$ cat src/rtl/tagpool_pkg.sv
package tagpool_pkg;
    typedef enum logic [1:0] {
        OP_WRITE  = 2'b00,
        OP_OPEN   = 2'b01,
        OP_EXTEND = 2'b10,
        OP_CLOSE  = 2'b11
    } pool_op_e;

    typedef enum logic {
        ST_INIT = 1'b0,
        ST_RUN  = 1'b1
    } pool_state_e;
endpackage

$ cat src/rtl/tag_fifo.sv
module tag_fifo #(
    parameter int DEPTH = 16,
    parameter int W     = 5
) (
    input  logic         clk,
    input  logic         rst_n,
    input  logic         push,
    input  logic [W-1:0] push_data,
    input  logic         pop,
    output logic [W-1:0] head,
    output logic         empty,
    output logic         full
);
    localparam int PW = $clog2(DEPTH);
    localparam int CW = $clog2(DEPTH + 1);

    logic [W-1:0]  slots [DEPTH];
    logic [PW-1:0] rd_ptr, wr_ptr;
    logic [CW-1:0] count;

    function automatic logic [PW-1:0] bump(input logic [PW-1:0] p);
        return (p == PW'(DEPTH - 1)) ? '0 : p + 1'b1;
    endfunction

    assign head  = slots[rd_ptr];
    assign empty = (count == '0);
    assign full  = (count == CW'(DEPTH));

    always_ff @(posedge clk) begin
        if (push) begin
            slots[wr_ptr] <= push_data;
        end
    end

    always_ff @(posedge clk) begin
        if (!rst_n) begin
            rd_ptr <= '0;
            wr_ptr <= '0;
            count  <= '0;
        end else begin
            if (push) wr_ptr <= bump(wr_ptr);
            if (pop)  rd_ptr <= bump(rd_ptr);
            unique case ({push, pop})
                2'b10:   count <= count + 1'b1;
                2'b01:   count <= count - 1'b1;
                default: count <= count;
            endcase
        end
    end

    AST_NO_OVERFLOW: assert property (@(posedge clk) disable iff (!rst_n)
        !(push && full && !pop));
    AST_NO_UNDERFLOW: assert property (@(posedge clk) disable iff (!rst_n)
        pop |-> !empty);
    AST_COUNT_BOUND: assert property (@(posedge clk) disable iff (!rst_n)
        count <= CW'(DEPTH));
endmodule

$ cat src/rtl/unit_addr_map.sv
module unit_addr_map #(
    parameter int IDX_W = 4,
    parameter int OFF_W = 3
) (
    input  logic [IDX_W-1:0]       idx,
    input  logic [OFF_W-1:0]       off,
    output logic [IDX_W+OFF_W-1:0] addr
);
    assign addr = {idx, off};
endmodule

$ cat src/rtl/pool_ctrl.sv
module pool_ctrl
    import tagpool_pkg::*;
#(
    parameter int NUM_UNITS = 16,
    parameter int IDX_W     = 4,
    parameter int TAG_W     = 5,
    parameter int OFF_W     = 3,
    parameter int DATA_W    = 16
) (
    input  logic              clk,
    input  logic              rst_n,
    input  logic              cmd_valid,
    input  logic [1:0]        cmd_op,
    input  logic [TAG_W-1:0]  cmd_tag,
    input  logic [OFF_W-1:0]  cmd_off,
    input  logic [DATA_W-1:0] cmd_data,
    input  logic              ret_valid,
    input  logic [TAG_W-1:0]  ret_tag,
    input  logic [TAG_W-1:0]  fifo_head,
    input  logic              fifo_empty,
    input  logic              fifo_full,
    output logic              fifo_push,
    output logic [TAG_W-1:0]  fifo_push_tag,
    output logic              fifo_pop,
    output logic              rsp_valid,
    output logic              rsp_ok,
    output logic [TAG_W-1:0]  rsp_tag,
    output logic              wr_en,
    output logic [IDX_W-1:0]  wr_idx,
    output logic [OFF_W-1:0]  wr_off,
    output logic [DATA_W-1:0] wr_data,
    output logic              pool_ready,
    output logic              ret_err
);
    localparam int CNT_W = $clog2(NUM_UNITS);
    localparam logic [TAG_W-1:0] NULL_TAG = {TAG_W{1'b1}};
    localparam logic [OFF_W-1:0] LAST_OFF = {OFF_W{1'b1}};

    pool_state_e       state, state_nx;
    logic [CNT_W-1:0]  init_cnt;
    logic              grant, alloc_op, need_write, err_set, tag_in_range;
    logic [OFF_W-1:0]  off_sel;
    logic [DATA_W-1:0] data_sel;

    // state register
    always_ff @(posedge clk) begin
        if (!rst_n) begin
            state    <= ST_INIT;
            init_cnt <= '0;
        end else begin
            state <= state_nx;
            if (state == ST_INIT) init_cnt <= init_cnt + 1'b1;
        end
    end

    // next state and decode
    always_comb begin
        state_nx      = state;
        fifo_push     = 1'b0;
        fifo_push_tag = '0;
        fifo_pop      = 1'b0;
        grant         = 1'b0;
        alloc_op      = 1'b0;
        need_write    = 1'b0;
        off_sel       = LAST_OFF;
        data_sel      = '0;
        err_set       = 1'b0;
        tag_in_range  = (cmd_tag < TAG_W'(NUM_UNITS));
        unique case (state)
            ST_INIT: begin
                fifo_push     = 1'b1;
                fifo_push_tag = TAG_W'(init_cnt);
                if (init_cnt == CNT_W'(NUM_UNITS - 1)) state_nx = ST_RUN;
            end
            ST_RUN: begin
                unique case (pool_op_e'(cmd_op))
                    OP_OPEN: begin
                        alloc_op = 1'b1;
                        grant    = !fifo_empty;
                    end
                    OP_EXTEND: begin
                        alloc_op   = 1'b1;
                        need_write = 1'b1;
                        grant      = !fifo_empty && tag_in_range;
                        data_sel   = DATA_W'(fifo_head);
                    end
                    OP_CLOSE: begin
                        need_write = 1'b1;
                        grant      = tag_in_range;
                        data_sel   = DATA_W'(NULL_TAG);
                    end
                    OP_WRITE: begin
                        need_write = 1'b1;
                        off_sel    = cmd_off;
                        grant      = tag_in_range && (cmd_off != LAST_OFF);
                        data_sel   = cmd_data;
                    end
                    default: grant = 1'b0;
                endcase
                fifo_pop = cmd_valid && grant && alloc_op;
                if (ret_valid) begin
                    if ((ret_tag >= TAG_W'(NUM_UNITS)) || (fifo_full && !fifo_pop)) begin
                        err_set = 1'b1;
                    end else begin
                        fifo_push     = 1'b1;
                        fifo_push_tag = ret_tag;
                    end
                end
            end
            default: state_nx = ST_INIT;
        endcase
    end

    assign pool_ready = (state == ST_RUN);

    // registered response and memory port
    always_ff @(posedge clk) begin
        if (!rst_n) begin
            rsp_valid <= 1'b0;
            rsp_ok    <= 1'b0;
            rsp_tag   <= NULL_TAG;
            wr_en     <= 1'b0;
            wr_idx    <= '0;
            wr_off    <= '0;
            wr_data   <= '0;
            ret_err   <= 1'b0;
        end else begin
            rsp_valid <= cmd_valid;
            rsp_ok    <= cmd_valid && grant;
            rsp_tag   <= (cmd_valid && grant && alloc_op) ? fifo_head : NULL_TAG;
            wr_en     <= cmd_valid && grant && need_write;
            wr_idx    <= cmd_tag[IDX_W-1:0];
            wr_off    <= off_sel;
            wr_data   <= data_sel;
            ret_err   <= ret_err || err_set;
        end
    end

    AST_INIT_NO_GRANT: assert property (@(posedge clk) disable iff (!rst_n)
        (state == ST_INIT) |=> !rsp_ok);
    AST_ERR_STICKY: assert property (@(posedge clk) disable iff (!rst_n)
        ret_err |=> ret_err);
    AST_HEAD_RANGE: assert property (@(posedge clk) disable iff (!rst_n)
        !fifo_empty |-> (fifo_head < TAG_W'(NUM_UNITS)));
    AST_NULL_NOT_GRANTED: assert property (@(posedge clk) disable iff (!rst_n)
        (rsp_valid && !rsp_ok) |-> (rsp_tag == NULL_TAG));
endmodule

$ cat src/rtl/tag_pool_alloc.sv
module tag_pool_alloc #(
    parameter int NUM_UNITS  = 16,
    parameter int UNIT_WORDS = 8,
    parameter int DATA_W     = 16,
    localparam int IDX_W     = $clog2(NUM_UNITS),
    localparam int TAG_W     = IDX_W + 1,
    localparam int OFF_W     = $clog2(UNIT_WORDS),
    localparam int ADDR_W    = IDX_W + OFF_W
) (
    input  logic              clk,
    input  logic              rst_n,
    input  logic              cmd_valid,
    input  logic [1:0]        cmd_op,
    input  logic [TAG_W-1:0]  cmd_tag,
    input  logic [OFF_W-1:0]  cmd_off,
    input  logic [DATA_W-1:0] cmd_data,
    input  logic              ret_valid,
    input  logic [TAG_W-1:0]  ret_tag,
    output logic              rsp_valid,
    output logic              rsp_ok,
    output logic [TAG_W-1:0]  rsp_tag,
    output logic              mem_we,
    output logic [ADDR_W-1:0] mem_addr,
    output logic [DATA_W-1:0] mem_wdata,
    output logic              pool_ready,
    output logic              ret_err
);
    logic             fifo_push, fifo_pop, fifo_empty, fifo_full;
    logic [TAG_W-1:0] fifo_push_tag, fifo_head;
    logic [IDX_W-1:0] wr_idx;
    logic [OFF_W-1:0] wr_off;

    tag_fifo #(.DEPTH(NUM_UNITS), .W(TAG_W)) u_pool (
        .clk       (clk),
        .rst_n     (rst_n),
        .push      (fifo_push),
        .push_data (fifo_push_tag),
        .pop       (fifo_pop),
        .head      (fifo_head),
        .empty     (fifo_empty),
        .full      (fifo_full)
    );

    pool_ctrl #(
        .NUM_UNITS (NUM_UNITS),
        .IDX_W     (IDX_W),
        .TAG_W     (TAG_W),
        .OFF_W     (OFF_W),
        .DATA_W    (DATA_W)
    ) u_ctrl (
        .clk           (clk),
        .rst_n         (rst_n),
        .cmd_valid     (cmd_valid),
        .cmd_op        (cmd_op),
        .cmd_tag       (cmd_tag),
        .cmd_off       (cmd_off),
        .cmd_data      (cmd_data),
        .ret_valid     (ret_valid),
        .ret_tag       (ret_tag),
        .fifo_head     (fifo_head),
        .fifo_empty    (fifo_empty),
        .fifo_full     (fifo_full),
        .fifo_push     (fifo_push),
        .fifo_push_tag (fifo_push_tag),
        .fifo_pop      (fifo_pop),
        .rsp_valid     (rsp_valid),
        .rsp_ok        (rsp_ok),
        .rsp_tag       (rsp_tag),
        .wr_en         (mem_we),
        .wr_idx        (wr_idx),
        .wr_off        (wr_off),
        .wr_data       (mem_wdata),
        .pool_ready    (pool_ready),
        .ret_err       (ret_err)
    );

    unit_addr_map #(.IDX_W(IDX_W), .OFF_W(OFF_W)) u_map (
        .idx  (wr_idx),
        .off  (wr_off),
        .addr (mem_addr)
    );

    AST_LINK_WORD_TAG_ONLY: assert property (@(posedge clk) disable iff (!rst_n)
        (mem_we && (mem_addr[OFF_W-1:0] == {OFF_W{1'b1}})) |->
        ((mem_wdata >> TAG_W) == '0));
    AST_WRITE_ANSWERED: assert property (@(posedge clk) disable iff (!rst_n)
        mem_we |-> (rsp_valid && rsp_ok));
endmodule

$ cat config.mk
export PLATFORM = sky130hd
export DESIGN_NAME = tag_pool_alloc
export DESIGN_NICKNAME = d
export VERILOG_FILES = /design/src/rtl/tagpool_pkg.sv /design/src/rtl/tag_fifo.sv /design/src/rtl/unit_addr_map.sv /design/src/rtl/pool_ctrl.sv /design/src/rtl/tag_pool_alloc.sv
export SDC_FILE = /design/constraint.sdc
export NUM_CORES = 1
export LEC_CHECK = 0
export CAP_MARGIN = 20
export CORE_MARGIN = 1
export CORE_UTILIZATION = 50
export CTS_CLUSTER_DIAMETER = 40
export CTS_CLUSTER_SIZE = 25
export DETAILED_ROUTE_END_ITERATION = 16
export MAX_ROUTING_LAYER = met4
export PLACE_DENSITY = 0.8
export SETUP_SLACK_MARGIN = 0.4
export SLEW_MARGIN = 20
export SYNTH_ARGS = -nofsm -noshare
export SYNTH_HDL_FRONTEND = slang
export SYNTH_SLANG_ARGS = --single-unit
export TNS_END_PERCENT = 1
$ cat constraint.sdc
create_clock -name clk -period 3.35 [get_ports clk]
set_clock_uncertainty 0.15 [all_clocks]
set_input_delay 0.5025 -clock clk [delete_from_list [all_inputs] [get_ports clk]]
set_output_delay 0.5025 -clock clk [all_outputs]
set_load 0.05 [all_outputs]
* Word-level counts from Yosys, hierarchy flattened *
Memory sizes are Yosys's and may differ from the RTL's. A register that Yosys moved wholly into a read port is not among the register bits.
Cells that the tools add are included.

storage, ports and cells
  bits in writable memories = 80
  memories = 1
  register bits = 50
  output and inout bits = 33

operators by class
  mux-type cells = 30
  equal/unequal tests = 10
  add/sub/neg operators = 5
  $lt $le $gt $ge = 2
  reductions and logical operators = 19
  bitwise gates (word level) = 1

memories
  memory        words  width  read ports  clocked after memory_dff  wr ports  line            source
  u_pool.slots  16     5      1           1                         1         tag_fifo.sv:17  logic [W-1:0] slots [DEPTH];

operator list
  operator                                              number
  case mux 16 bit (3 select lines)                      1
  case mux 5 bit (2 select lines)                       2
  two-way mux 1 bit                                     17
  two-way mux 4 bit                                     4
  adder 4 x 1 -> 4 bit (second input constant)          3
  equality test 4 bit (second input constant)           3
  two-way mux 5 bit                                     2
  logical AND 1 bit                                     8
  equality test 2 bit (second input constant)           3
  two-way mux 3 bit                                     2
  adder 5 x 1 -> 5 bit (second input constant)          1
  equality test 5 bit (second input constant)           1
  >= comparator 5 bit (second input constant)           1
  logical NOT 5 bit                                     1
  < comparator 5 bit (second input constant)            1
  subtractor 5 x 1 -> 5 bit (second input constant)     1
  equality test 2 x 1 -> 1 bit (second input constant)  2
  case mux 1 bit (4 select lines)                       1
  AND reduction 2 bit                                   2
  != test 3 bit (second input constant)                 1
  OR reduction 3 bit                                    1
  logical NOT 1 bit                                     2
  logical NOT 2 bit                                     1
  logical OR 1 bit                                      2
  other kinds (4)                                       4

* Longest topological paths before layout *
  depth in word-level cells = 15
  depth in mapped cells = 18
  gate-level depth less buffers = 15

* By module *
From an unflattened synthesis, not the netlist that was laid out.

unflattened totals
  cells, all modules = 392
  area, all modules = 5,479.0 um^2

modules (own cells, without submodules)
  module         area an instance (um^2)  times used  sequential area each (um^2)  cells each
  tag_fifo       4,003.8                  1           2,742.6                      243
  pool_ctrl      1,422.6                  1           740.7                        142
  unit_addr_map  52.6                     1           0.0                          7

* Worst setup path before layout *
No wires, ideal clock.

  kind = input to register
  start point = in cmd_op[0]
  end point = reg u_pool.count[4]
  setup time = 0.072 ns
  stages = 18
  data required time = 3.128 ns
  data arrival time = 3.323 ns
  path slack = -0.194 ns
  cells stage by stage = inv_1 -> ha_1 -> buf_2 -> nor3b_1 -> o221ai_2 -> a31o_4 -> nand2_4 -> buf_6 -> inv_1 -> ha_1 -> clkbuf_1 -> xor2_1 -> ha_1 -> a21o_1 -> o21ai_0 -> nand3b_1 -> a31oi_1 -> mux2i_1

on the way
  longest elaborated chain between the ends = 13
  elaborated cells on any way between the ends = 22
  those cells by class = 5 x eq/ne; 9 x mux; 8 x reduce/logical

RTL lines
  item                                                                          line                               source
  start, declared                                                               tag_pool_alloc.sv:13               input logic [1:0] cmd_op,
  equality test 2 bit (tied with other cells)                                   pool_ctrl.sv:76                    unique case (pool_op_e'(cmd_op))
  case mux 1 bit (4 select lines) / OR reduction 2 bit (equally long branches)  n/a
  two-way mux 1 bit, on equally long branches                                   pool_ctrl.sv:69, pool_ctrl.sv:76
  logical AND 1 bit / two-way mux 1 bit (equally long branches)                 pool_ctrl.sv:100, pool_ctrl.sv:69
  logical AND 1 bit (*)                                                         pool_ctrl.sv:100                   fifo_pop = cmd_valid && grant && alloc_op;
  logical NOT 1 bit                                                             pool_ctrl.sv:102                   if ((ret_tag >= TAG_W'(NUM_UNITS)) || (fifo_full && !fifo_pop)) begin
  logical AND 1 bit                                                             pool_ctrl.sv:102
  logical OR 1 bit                                                              pool_ctrl.sv:102
  two-way mux 1 bit                                                             pool_ctrl.sv:102
  two-way mux 1 bit                                                             pool_ctrl.sv:101                   if (ret_valid) begin
  case mux 1 bit (2 select lines)                                               pool_ctrl.sv:69                    unique case (state)
  equality test 2 x 1 -> 1 bit / equality test 2 bit (equally long branches)    tag_fifo.sv:43                     unique case ({push, pop})
  case mux 5 bit (2 select lines) / nonzero test 2 bit (equally long branches)  n/a
  end signal, assigned                                                          tag_fifo.sv:44                     2'b10: count <= count + 1'b1;
  end signal, assigned                                                          tag_fifo.sv:45                     2'b01: count <= count - 1'b1;
  end signal, assigned                                                          tag_fifo.sv:46                     default: count <= count;
  end, declared                                                                 tag_fifo.sv:19                     logic [CW-1:0] count;

Mark *: on every way between the ends. The rest lies on a longest branch, timed or not. The select of a mux whose other input is x is not followed.
A chain may end at the register's enable or synchronous reset.

* Worst setup path in the final report *
  start point = reg u_pool.count[1]
  end point = reg u_pool.count[2]

on the way
  longest elaborated chain between the ends = 15
  elaborated cells on any way between the ends = 21
  those cells by class = 2 x add/sub; 3 x eq/ne; 7 x mux; 9 x reduce/logical

RTL lines
  item                                                                          line                              source
  logical NOT 5 bit                                                             tag_fifo.sv:26                    assign empty = (count == '0);
  logical NOT 1 bit                                                             pool_ctrl.sv:79, pool_ctrl.sv:84
  logical AND 1 bit                                                             pool_ctrl.sv:84                   grant = !fifo_empty && tag_in_range;
  case mux 1 bit (4 select lines)                                               pool_ctrl.sv:76
  two-way mux 1 bit                                                             pool_ctrl.sv:69
  logical AND 1 bit (2 in series)                                               pool_ctrl.sv:100
  logical NOT 1 bit                                                             pool_ctrl.sv:102
  logical AND 1 bit                                                             pool_ctrl.sv:102
  logical OR 1 bit                                                              pool_ctrl.sv:102
  two-way mux 1 bit                                                             pool_ctrl.sv:102
  two-way mux 1 bit                                                             pool_ctrl.sv:101
  case mux 1 bit (2 select lines)                                               pool_ctrl.sv:69
  equality test 2 x 1 -> 1 bit / equality test 2 bit (equally long branches)    tag_fifo.sv:43
  case mux 5 bit (2 select lines) / nonzero test 2 bit (equally long branches)  n/a

Parallel ways exist; a longest one is shown, timed or not. The select of a mux whose other input is x is not followed.

==> impl_metrics.ini <==
[outcome]
outcome = completed

[sta]
maxSlewViolCount = 0
worst_pin_slew_ns = 0.769
holdWs_ns = 0.312
min_period_ns = 2.94
fin_ws_ns = 0.410
max_freq_mhz = 340
slew_headroom_pct = 48.7
fin_crit_sh_pct = 87.7
setup_violations = 0
finalHoldViolations = 0
rsz0062_at_grt = yes

[routing]
drc = 0
drt_iter0_drc = 234
drt_pass1_iterations = 5
via_count = 3501
drtAntennaViolNets = 0
routed_wl_um = 11100
wl_per_cell_um = 17.1
via_per_inst = 5.41

[final_layout]
stdcell_area_sq_um = 7110
syn_to_final_growth_pct = 32.0
multiInputGateArea_sq_um = 1920
drive_gt1_share_pct = 20.4
fin_cells = 647
nFillCells = 693
fin_util_pct = 68.6
seq_area_sq_um = 3490
nets = 549
diodes = 0

[job]
cap_violations = 0

[synth]
ys_ff_latch = 134
synthXorXnorAreaFrac_pct = 1.30
synthSimpleGateAreaFrac_pct = 11.0
synth_most_common_cell = edfxtp_1
synthCells = 380
netlist_top_cells_area = edfxtp_1 (45%), dfxtp_1 (20%), mux4_2 (8.4%), ha_1 (3.5%), and2_1 (2.1%)
synth.area.mux_share_pct = 9.50
synth_top_cell_by_area = edfxtp_1
synth_cell_types = 55
synthesis.area_sq_um = 5390
async_reset_ff_share_pct = 0
synth.top_cell.area_share_pct = 44.6
synth_edf_count = 80
synth_commonest_cells = edfxtp_1 (80), dfxtp_1 (54), nor2_1 (23), mux4_2 (20), nand2_1 (19)
ys_seq_area_share_pct = 64.6
yosysWarnings = 0
synth_flop_cell = edfxtp_1
synthAdderAreaFrac_pct = 3.48
synth_compound_area_share_pct = 7.69
avgSynthCellArea_sq_um = 14.2
synth_top_family_by_area = simple AND/OR/NAND/NOR gates

[power_and_ir_drop]
peakVddDrop_mv = 0.299
total_leakage_power_nw = 2.62
p_per_area_nw_per_um2 = 527

[clocking]
cts_buffers = 17
cts_buffer_depth = 2
cts.sinks = 134
cts_tree = done
path_clk_slew_ns = 0.06
cts_max_level = 4
clk_latency_ns = 0.52
cts-root-buf = clkbuf_8

[place]
port_buffers = 67
post-place-ws_ns = -0.309
dpl_cell_area_sq_um = 6480
place_inst = 610
place.gp.congestion = 0.821
place_hpwl_um = 7390

[floorplan]
dieArea_sq_um = 11200
die_x_um = 106
rows = 37
ios = 68
die_y_um = 106
coreArea_sq_um = 10400
start_util_pct = 52.0

[grt]
use_met2_pct = 37.0
globalRouteMet3Util_pct = 6.37
antenna_found_initial = 0
top_usage_layer = met2
grt_usage_pct = 22.2
grt_first_pass_wirelength_um = 17800
grt_util_met1_pct = 25.6
grt_pass1_vias = 3574
grt_start_max_net_pins = 21
grt_remaining_overflow = 0

[critical_path]
ff2ff_path_depth = 12
worstSetupStartpointType = flop
critPathArrivalTime_ns = 3.24
worstPathMaxFanout = 4
cp.required_ns = 3.65
worst-setup-path-type = reg2reg
cp-end-kind = flop

[worst_hold_path]
whs_path_depth = 1
hp-class = reg2reg
timing repair:
item | CTS | global route
pin swaps | 4 | 7
endpoints found under the setup margin | 3 | 2
endpoints found under the hold margin | 0 | 0
hold buffers | 0 | 0
resized for setup | 7 | 8
buffers inserted | 3 | 3
power breakdown:
group	internal [mW]	total [mW]	leakage (nW)	switching (mW)
sequential	1.79	1.82	1.18	0.0214
combinational	0.124	0.262	1.19	0.137
clock	1.04	1.67	0.259	0.626
total	2.96	3.75	2.62	0.785
layout by cell type, fill, tap and decap left out, drive strengths merged, types with 3 or more instances in the layout:
cell           netlist  routed
clkbuf              10      21
mux4                20      20
edfxtp              80      80
o22ai                8       8
a221oi               5       5
nor3b                3       3
nor2b                5       5
xnor2                4       4
conb                 1      16
nor3                 5       5
clkdlybuf4s50        0      65
and2                18      18
nand3                8       8
dfxtp               54      54
clkinv               1       7
nor2                23      23
o2bb2ai              3       3
inv                 11      11
a22o                 5       5
and3                18      18
a31oi                4       4
buf                  6      34
o21ai                6       6
a21oi               11      11
mux2i                5       5
nand2               20      20
xor2                 4       4
ha                  15      15
per-layer routing:
layer / wire (um) / share of wire [%]
met5: 0 / 0
met4: 239 / 2.2
met3: 647 / 5.9
met2: 5710 / 52
met1: 4450 / 40
cell families (layout without fill, tap and decap cells):
| logic type | after synthesis | count (layout) |
|---|---|---|
| adder cells (fa/ha/maj) | 15 | 15 |
| AND/OR/NAND/NOR | 111 | 111 |
| buffers and inverters | 28 | 144 |
| multiplexers | 26 | 26 |
| XOR/XNOR | 8 | 8 |
| AO/OA/AOI/OAI | 57 | 57 |
| other | 1 | 16 |
| flip-flops | 134 | 134 |
worst max-delay path, cell delays in order, from the launching register on:
cell and delay (ns):
dfxtp_4 0.36, or4_4 0.56, o221ai_4 0.24, a31o_4 0.20
nand2_4 0.05, inv_4 0.07, ha_4 0.15, xor2_2 0.06
ha_2 0.18, a21o_1 0.19, xnor2_2 0.15, or3_4 0.39
a21oi_2 0.12
registers in the layout, indices dropped and copies added, names as in the netlist, named ones only:
name / flops
u_ctrl.rsp_ok: 1
u_pool.rd_ptr: 4
u_pool.count: 5
u_ctrl.wr_off: 3
u_pool.wr_ptr: 4
u_ctrl.init_cnt: 4
u_ctrl.wr_data: 16
u_ctrl.pool_ready: 1
u_ctrl.rsp_valid: 1
u_ctrl.wr_en: 1
u_ctrl.wr_idx: 4
u_ctrl.ret_err: 1
u_pool.slots: 80
u_ctrl.rsp_tag: 5
worst paths after layout:
check / from / to / slack [ns]
min: u_ctrl.ret_err$_SDFF_PN0_ / u_ctrl.ret_err$_SDFF_PN0_ / 0.31
max: u_pool.count[1]$_SDFFE_PN0P_ / u_pool.count[2]$_SDFFE_PN0P_ / 0.41
max reg2reg: u_pool.count[1]$_SDFFE_PN0P_ / u_pool.count[2]$_SDFFE_PN0P_ / 0.41
min reg2reg: u_ctrl.ret_err$_SDFF_PN0_ / u_ctrl.ret_err$_SDFF_PN0_ / 0.31
layout make-up:
cell class,count,area share [%]
inverter,12,0.950
clock inverter,10,1.51
timing repair buffer,101,13.0
sequential,134,49.1
multi-input combinational,233,27.0
tap,136,2.39
clock buffer,21,6.03
per-stage QoR:
step,power (mW),TNS (ns)
after floorplan,1.98,0
after global placement,2.09,-0.481
after detailed placement,2.09,-0.690
after CTS,3.77,0
after global routing,3.88,0
final,3.75,0
No activity file was read; power rests on OpenSTA's default activity.
